### src/rtl/rlc_pkg.sv
package rlc_pkg;

    localparam logic KIND_CLOOP = 1'b0;
    localparam logic KIND_CTOP  = 1'b1;

    typedef enum logic [2:0] {
        ACT_IDLE,
        ACT_CLEAR,
        ACT_SETUP,
        ACT_KERNEL,
        ACT_DRAIN,
        ACT_EXIT,
        ACT_CLOOP,
        ACT_CLOOP_END
    } act_e;

    typedef struct packed {
        logic taken;
        logic rotate;
        logic inj_we;
        logic inj_val;
        logic inj_new;   // index taken from the rotated base
    } ctl_t;

    function automatic ctl_t decode_act(act_e a);
        ctl_t c;
        c = '0;
        case (a)
            ACT_SETUP:  begin c.inj_we = 1'b1; c.inj_val = 1'b1; end
            ACT_KERNEL: begin
                c.taken = 1'b1; c.rotate = 1'b1;
                c.inj_we = 1'b1; c.inj_val = 1'b1; c.inj_new = 1'b1;
            end
            ACT_DRAIN:  begin
                c.taken = 1'b1; c.rotate = 1'b1;
                c.inj_we = 1'b1; c.inj_val = 1'b0; c.inj_new = 1'b1;
            end
            ACT_CLOOP:  c.taken = 1'b1;
            default:    c = '0;
        endcase
        return c;
    endfunction

endpackage

### src/rtl/rlc_base.sv
module rlc_base #(
    parameter int SIZE = 96,
    localparam int BW  = $clog2(SIZE)
) (
    input  logic          clk,
    input  logic          rst,
    input  logic          clr,
    input  logic          rot,
    output logic [BW-1:0] base,
    output logic [BW-1:0] base_dec
);
    logic [BW-1:0] base_q;

    // Decrement modulo the window size
    assign base_dec = (base_q == '0) ? BW'(SIZE - 1) : base_q - BW'(1);
    assign base     = base_q;

    always_ff @(posedge clk) begin
        if (rst || clr)
            base_q <= '0;
        else if (rot)
            base_q <= base_dec;
    end
endmodule

### src/rtl/rlc_vmap.sv
module rlc_vmap #(
    parameter int W    = 7,
    parameter int LO   = 32,
    parameter int SIZE = 96,
    localparam int BW  = $clog2(SIZE)
) (
    input  logic [W-1:0]  vnum,
    input  logic [BW-1:0] base,
    output logic [W-1:0]  pnum
);
    logic [W:0] off;
    logic [W:0] sum;
    logic       in_win;

    always_comb begin
        in_win = ({1'b0, vnum} >= (W+1)'(LO)) && ({1'b0, vnum} < (W+1)'(LO + SIZE));
        off    = {1'b0, vnum} - (W+1)'(LO);
        sum    = off + (W+1)'(base);
        if (sum >= (W+1)'(SIZE))
            sum = sum - (W+1)'(SIZE);
        sum    = sum + (W+1)'(LO);
        pnum   = in_win ? sum[W-1:0] : vnum;
    end
endmodule

### src/rtl/rlc_count.sv
module rlc_count
    import rlc_pkg::*;
#(
    parameter int LC_W = 64,
    parameter int EC_W = 6
) (
    input  logic            clk,
    input  logic            rst,
    input  logic            clr,
    input  logic            setup_en,
    input  logic [LC_W-1:0] setup_lc,
    input  logic [EC_W-1:0] setup_ec,
    input  logic            br_valid,
    input  logic            br_kind,
    output act_e            act,
    output logic [LC_W-1:0] lc,
    output logic [EC_W-1:0] ec
);
    logic [LC_W-1:0] lc_q;
    logic [EC_W-1:0] ec_q;
    logic            lc_nz, ec_nz;

    assign lc_nz = (lc_q != '0);
    assign ec_nz = (ec_q != '0);

    always_comb begin
        if (clr)
            act = ACT_CLEAR;
        else if (setup_en)
            act = ACT_SETUP;
        else if (!br_valid)
            act = ACT_IDLE;
        else if (br_kind == KIND_CTOP)
            act = lc_nz ? ACT_KERNEL : (ec_nz ? ACT_DRAIN : ACT_EXIT);
        else
            act = lc_nz ? ACT_CLOOP : ACT_CLOOP_END;
    end

    always_ff @(posedge clk) begin
        if (rst) begin
            lc_q <= '0;
            ec_q <= '0;
        end else begin
            case (act)
                ACT_SETUP: begin
                    lc_q <= setup_lc;
                    ec_q <= setup_ec;
                end
                ACT_KERNEL, ACT_CLOOP: lc_q <= lc_q - LC_W'(1);
                ACT_DRAIN:             ec_q <= ec_q - EC_W'(1);
                default: ;
            endcase
        end
    end

    assign lc = lc_q;
    assign ec = ec_q;
endmodule

### src/rtl/rot_loop_ctrl.sv
module rot_loop_ctrl
    import rlc_pkg::*;
#(
    parameter int LC_W    = 64,
    parameter int EC_W    = 6,
    parameter int REG_W   = 7,
    parameter int PRED_W  = 6,
    parameter int GR_LO   = 32,
    parameter int GR_SIZE = 96,
    parameter int PR_LO   = 16,
    parameter int PR_SIZE = 48,
    localparam int GR_BW  = $clog2(GR_SIZE),
    localparam int PR_BW  = $clog2(PR_SIZE)
) (
    input  logic              clk,
    input  logic              rst,
    input  logic              clr_bases,
    input  logic              setup_en,
    input  logic [LC_W-1:0]   setup_lc,
    input  logic [EC_W-1:0]   setup_ec,
    input  logic              br_valid,
    input  logic              br_kind,
    output logic              br_taken,
    output logic              inj_we,
    output logic [PRED_W-1:0] inj_idx,
    output logic              inj_val,
    input  logic [REG_W-1:0]  gr_vnum,
    output logic [REG_W-1:0]  gr_pnum,
    input  logic [REG_W-1:0]  fr_vnum,
    output logic [REG_W-1:0]  fr_pnum,
    input  logic [PRED_W-1:0] pr_vnum,
    output logic [PRED_W-1:0] pr_pnum,
    output logic [LC_W-1:0]   lc_q,
    output logic [EC_W-1:0]   ec_q,
    output logic [GR_BW-1:0]  gr_base,
    output logic [GR_BW-1:0]  fr_base,
    output logic [PR_BW-1:0]  pr_base
);
    act_e act;
    ctl_t ctl;

    rlc_count #(.LC_W(LC_W), .EC_W(EC_W)) u_count (
        .clk      (clk),
        .rst      (rst),
        .clr      (clr_bases),
        .setup_en (setup_en),
        .setup_lc (setup_lc),
        .setup_ec (setup_ec),
        .br_valid (br_valid),
        .br_kind  (br_kind),
        .act      (act),
        .lc       (lc_q),
        .ec       (ec_q)
    );

    assign ctl      = decode_act(act);
    assign br_taken = ctl.taken;

    // General and floating files share one window shape
    logic [1:0][REG_W-1:0] wide_v, wide_p;
    logic [1:0][GR_BW-1:0] wide_b;
    assign wide_v[0] = gr_vnum;
    assign wide_v[1] = fr_vnum;

    for (genvar g = 0; g < 2; g++) begin : g_wide
        logic [GR_BW-1:0] unused_dec;
        rlc_base #(.SIZE(GR_SIZE)) u_base (
            .clk      (clk),
            .rst      (rst),
            .clr      (clr_bases),
            .rot      (ctl.rotate),
            .base     (wide_b[g]),
            .base_dec (unused_dec)
        );
        rlc_vmap #(.W(REG_W), .LO(GR_LO), .SIZE(GR_SIZE)) u_map (
            .vnum (wide_v[g]),
            .base (wide_b[g]),
            .pnum (wide_p[g])
        );
    end

    assign gr_pnum = wide_p[0];
    assign fr_pnum = wide_p[1];
    assign gr_base = wide_b[0];
    assign fr_base = wide_b[1];

    logic [PR_BW-1:0] pr_dec;
    rlc_base #(.SIZE(PR_SIZE)) u_pbase (
        .clk      (clk),
        .rst      (rst),
        .clr      (clr_bases),
        .rot      (ctl.rotate),
        .base     (pr_base),
        .base_dec (pr_dec)
    );
    rlc_vmap #(.W(PRED_W), .LO(PR_LO), .SIZE(PR_SIZE)) u_pmap (
        .vnum (pr_vnum),
        .base (pr_base),
        .pnum (pr_pnum)
    );

    // First stage predicate sits at window offset zero
    assign inj_we  = ctl.inj_we;
    assign inj_val = ctl.inj_val;
    assign inj_idx = PRED_W'(PR_LO) + PRED_W'(ctl.inj_new ? pr_dec : pr_base);
endmodule

### config.mk
export PLATFORM = sky130hd
export DESIGN_NAME = rot_loop_ctrl
export DESIGN_NICKNAME = d
export VERILOG_FILES = /design/src/rtl/rlc_pkg.sv /design/src/rtl/rlc_base.sv /design/src/rtl/rlc_vmap.sv /design/src/rtl/rlc_count.sv /design/src/rtl/rot_loop_ctrl.sv
export SDC_FILE = /design/constraint.sdc
export NUM_CORES = 1
export LEC_CHECK = 0
export BUFFER_PORTS_ARGS = -buffer_cell sky130_fd_sc_hd__buf_2
export CORE_MARGIN = 5
export CORE_UTILIZATION = 48
export DETAILED_ROUTE_END_ITERATION = 10
export HOLD_SLACK_MARGIN = 0.1
export PLACE_DENSITY = 0.81
export SETUP_SLACK_MARGIN = 0.1
export SLEW_MARGIN = 20
export SYNTH_ARGS = -nofsm -noshare
export SYNTH_HDL_FRONTEND = slang
export SYNTH_HIERARCHICAL = 1
export SYNTH_SLANG_ARGS = --single-unit
### constraint.sdc
create_clock -name clk -period 3.7 [get_ports clk]
set_input_delay 0.185 -clock clk [delete_from_list [all_inputs] [get_ports clk]]
set_output_delay 0.185 -clock clk [all_outputs]
set_load 0.02 [all_outputs]
==> impl_metrics.toml <==
[sta]
finalHoldViolations = 0
fmax_mhz = 272
maxSlewViolCount = 0
fin_tns_setup_ns = 0
clock_skew_ns = 0.00777
worst_pin_slew_ns = 1.05
fin_crit_ns = 3.68
grt_setup_unrepaired = "true"
setup-violations-final = 0
slew_headroom_pct = 29.9
min_period_over_period_pct = 99.4

[clocking]
clock_latency_ns = 0.35
cts_buffer_depth = 2
cts_max_level = 3
clock_sinks = 90
ctsRootBufferMaster = "clkbuf_16"
cts_tree = "yes"
path_clk_slew_ns = 0.07
cts_buffers = 9

[power]
switching_share_pct = 37.5
intPower_w = 0.00194
powerDensity_nw_per_um2 = 336
p_seq_share_pct = 35.9
ir_drop_v = 0.000249
clkPwrFrac_pct = 28.6
p_leak_nw = 4.14
p_comb_share_pct = 35.6
p_switching_w = 0.00116

[floorplan]
io_pins = 215
die_h_um = 133
start_util_pct = 49.4
dieArea_um2 = 17600
fp.coreArea_um2 = 14600
die_x_um = 133
rows = 44

[setup_path]
end_kind = "output port"
path_max_fanout = 7
worstRegToRegCells = 13
worstReg2RegStart = "u_count/lc[34]"
critical_path_required_ns = 3.51
crit_type = "reg2out"
rrSetupSlack_ns = 0.29
reg2reg_to = "u_pbase/base[4]"
crit_arrival_ns = 3.49
startpoint = "u_count/lc[34]"
cp-start-kind = "register"
crit_path_end = "inj_idx[2]"

[grt]
grt_max_degree = 51
grtUsageTotal_pct = 25.7
grt_pass1_vias = 7802
gr-total-overflow = 0
grt_pass1_wl_um = 38400
antenna_found_initial = 0

[placed_design]
dpl.hpwl_um = 17500
gp_congestion = 0.922
io_buffers = 214

[final_layout]
fin_util_pct = 63.0
multi_input_comb_area_um2 = 5170
fin_nets = 1339
area_delta_synth_final_pct = 27.6
antennaDiodeCount = 0
drive_gt1_share_pct = 30.0
fillers = 1281
seqCellArea_um2 = 1810

[routing]
wire_per_inst_um = 17.2
first_pass_iters = 5
drt_wl_total_um = 23800
drc = 0
drt_iter0_markers = 708
viasPerCell = 6.03
ant_nets = 0
num_vias = 8338

[hold_path]
worstHoldPathType = "in2reg"

[status]
status = "finished, final reports clean"

[synth]
avgSynthCellArea_um2 = 7.44
ys_warn_count = 6
synth_cells = 972
syn_nets = 1117
netlist_area_um2 = 7230

[job]
maxCapViolations = 0
[area by class of cell]
cell class | instances | area share (%)
multi-input cells | 775 | 56.1
repair buffers | 268 | 16.8
well taps | 184 | 2.49
inverters | 50 | 2.03
clock buffers | 9 | 2.44
clock inverters | 7 | 0.569
flip-flops and latches | 90 | 19.6
[timing repair]
action | in CTS | in global routing
pin swaps | 6 | 7
endpoints found under the setup margin | 7 | 11
setup buffers | 7 | 2
endpoints found under the hold margin | 5 | 0
gates cloned | 0 | 0
hold buffers | 5 | 0
gates resized for setup | 16 | 22
[critical path, cell delays in order (launching register included)]
cell,delay [ns]
dfxtp_1,0.31
or4_4,0.56
or4_4,0.48
nor4_4,0.33
nand3_1,0.14
a21oi_2,0.14
nor2_1,0.06
or3b_1,0.38
a21boi_4,0.16
buf_12,0.15
mux2_4,0.29
buf_2,0.16
[worst min path at each step]
| stage | cells after the start | endpoint | start |
|---|---|---|---|
| CTS | 3 | u_count/lc[14] | setup_lc[14] |
| detailed placement | 3 | u_count/ec[4] | setup_ec[4] |
| global placement | 3 | u_count/ec[3] | setup_ec[3] |
| floorplan | 2 | u_count/ec[3] | setup_ec[3] |
| global route | 3 | u_count/lc[14] | setup_lc[14] |
| finish | 3 | u_count/lc[63] | setup_lc[63] |
[layout by cell type, fill, tap and decap left out, types with 6 or more instances in the layout]
master     instances
or4_1              8
nand3_1           17
a21o_1             6
buf_2            208
a31oi_1           18
mux2_2            10
nor2_1           117
o21ai_0           79
a211oi_1          36
inv_1             48
dfxtp_1           87
a22oi_1           20
nand2b_1          12
nand2_1           70
o31ai_1            8
or2_2              8
ha_1              41
xor2_1            11
a21oi_1           76
and3_1            10
nand4_1           16
nor4_1            14
buf_4             49
nor3_1            37
or4_4              6
clkbuf_16          9
xnor2_1            8
[per-layer routing]
layer	track usage [%]	up-vias	share of wire, %
met3	5.96	40	8.0
met1	32.2	3868	42
met2	43.7	381	49
li1	-	4049	-
met4	8.03	0	1.9
met5	0	-	0
[stage by stage]
stage	instances	power (W)	worst slack [ns]	hold slack (ns)	cell area (um2)
2_1_floorplan	972	0.00181	0.105	0.321	7240
3_3_place_gp	1353	0.00214	0.211	0.432	8660
3_5_place_dp	1353	0.00215	0.167	0.429	8660
4_1_cts	1381	0.00308	0.0349	0.102	9130
5_1_grt	1383	0.00327	-0.0889	0.113	9230
6_report	1383	0.00310	0.0214	0.111	9230
[state kept, by name (all words and copies together) (netlist names)]
name,count
u_count/lc,64
u_pbase/base,6
g_wide.u_base/base,14
u_count/ec,6
[power groups by stage]
| stage | clock [W] | sequential, W | combinational, W |
|---|---|---|---|
| finish | 0.000885 | 0.00111 | 0.00110 |
| global route | 0.000946 | 0.00112 | 0.00120 |
| CTS | 0.000903 | 0.00111 | 0.00107 |
| global placement | 0 | 0.00113 | 0.00101 |
| floorplan | 0 | 0.00118 | 0.000625 |
| detailed placement | 0 | 0.00113 | 0.00102 |
Power figures use the tool's default switching activity.
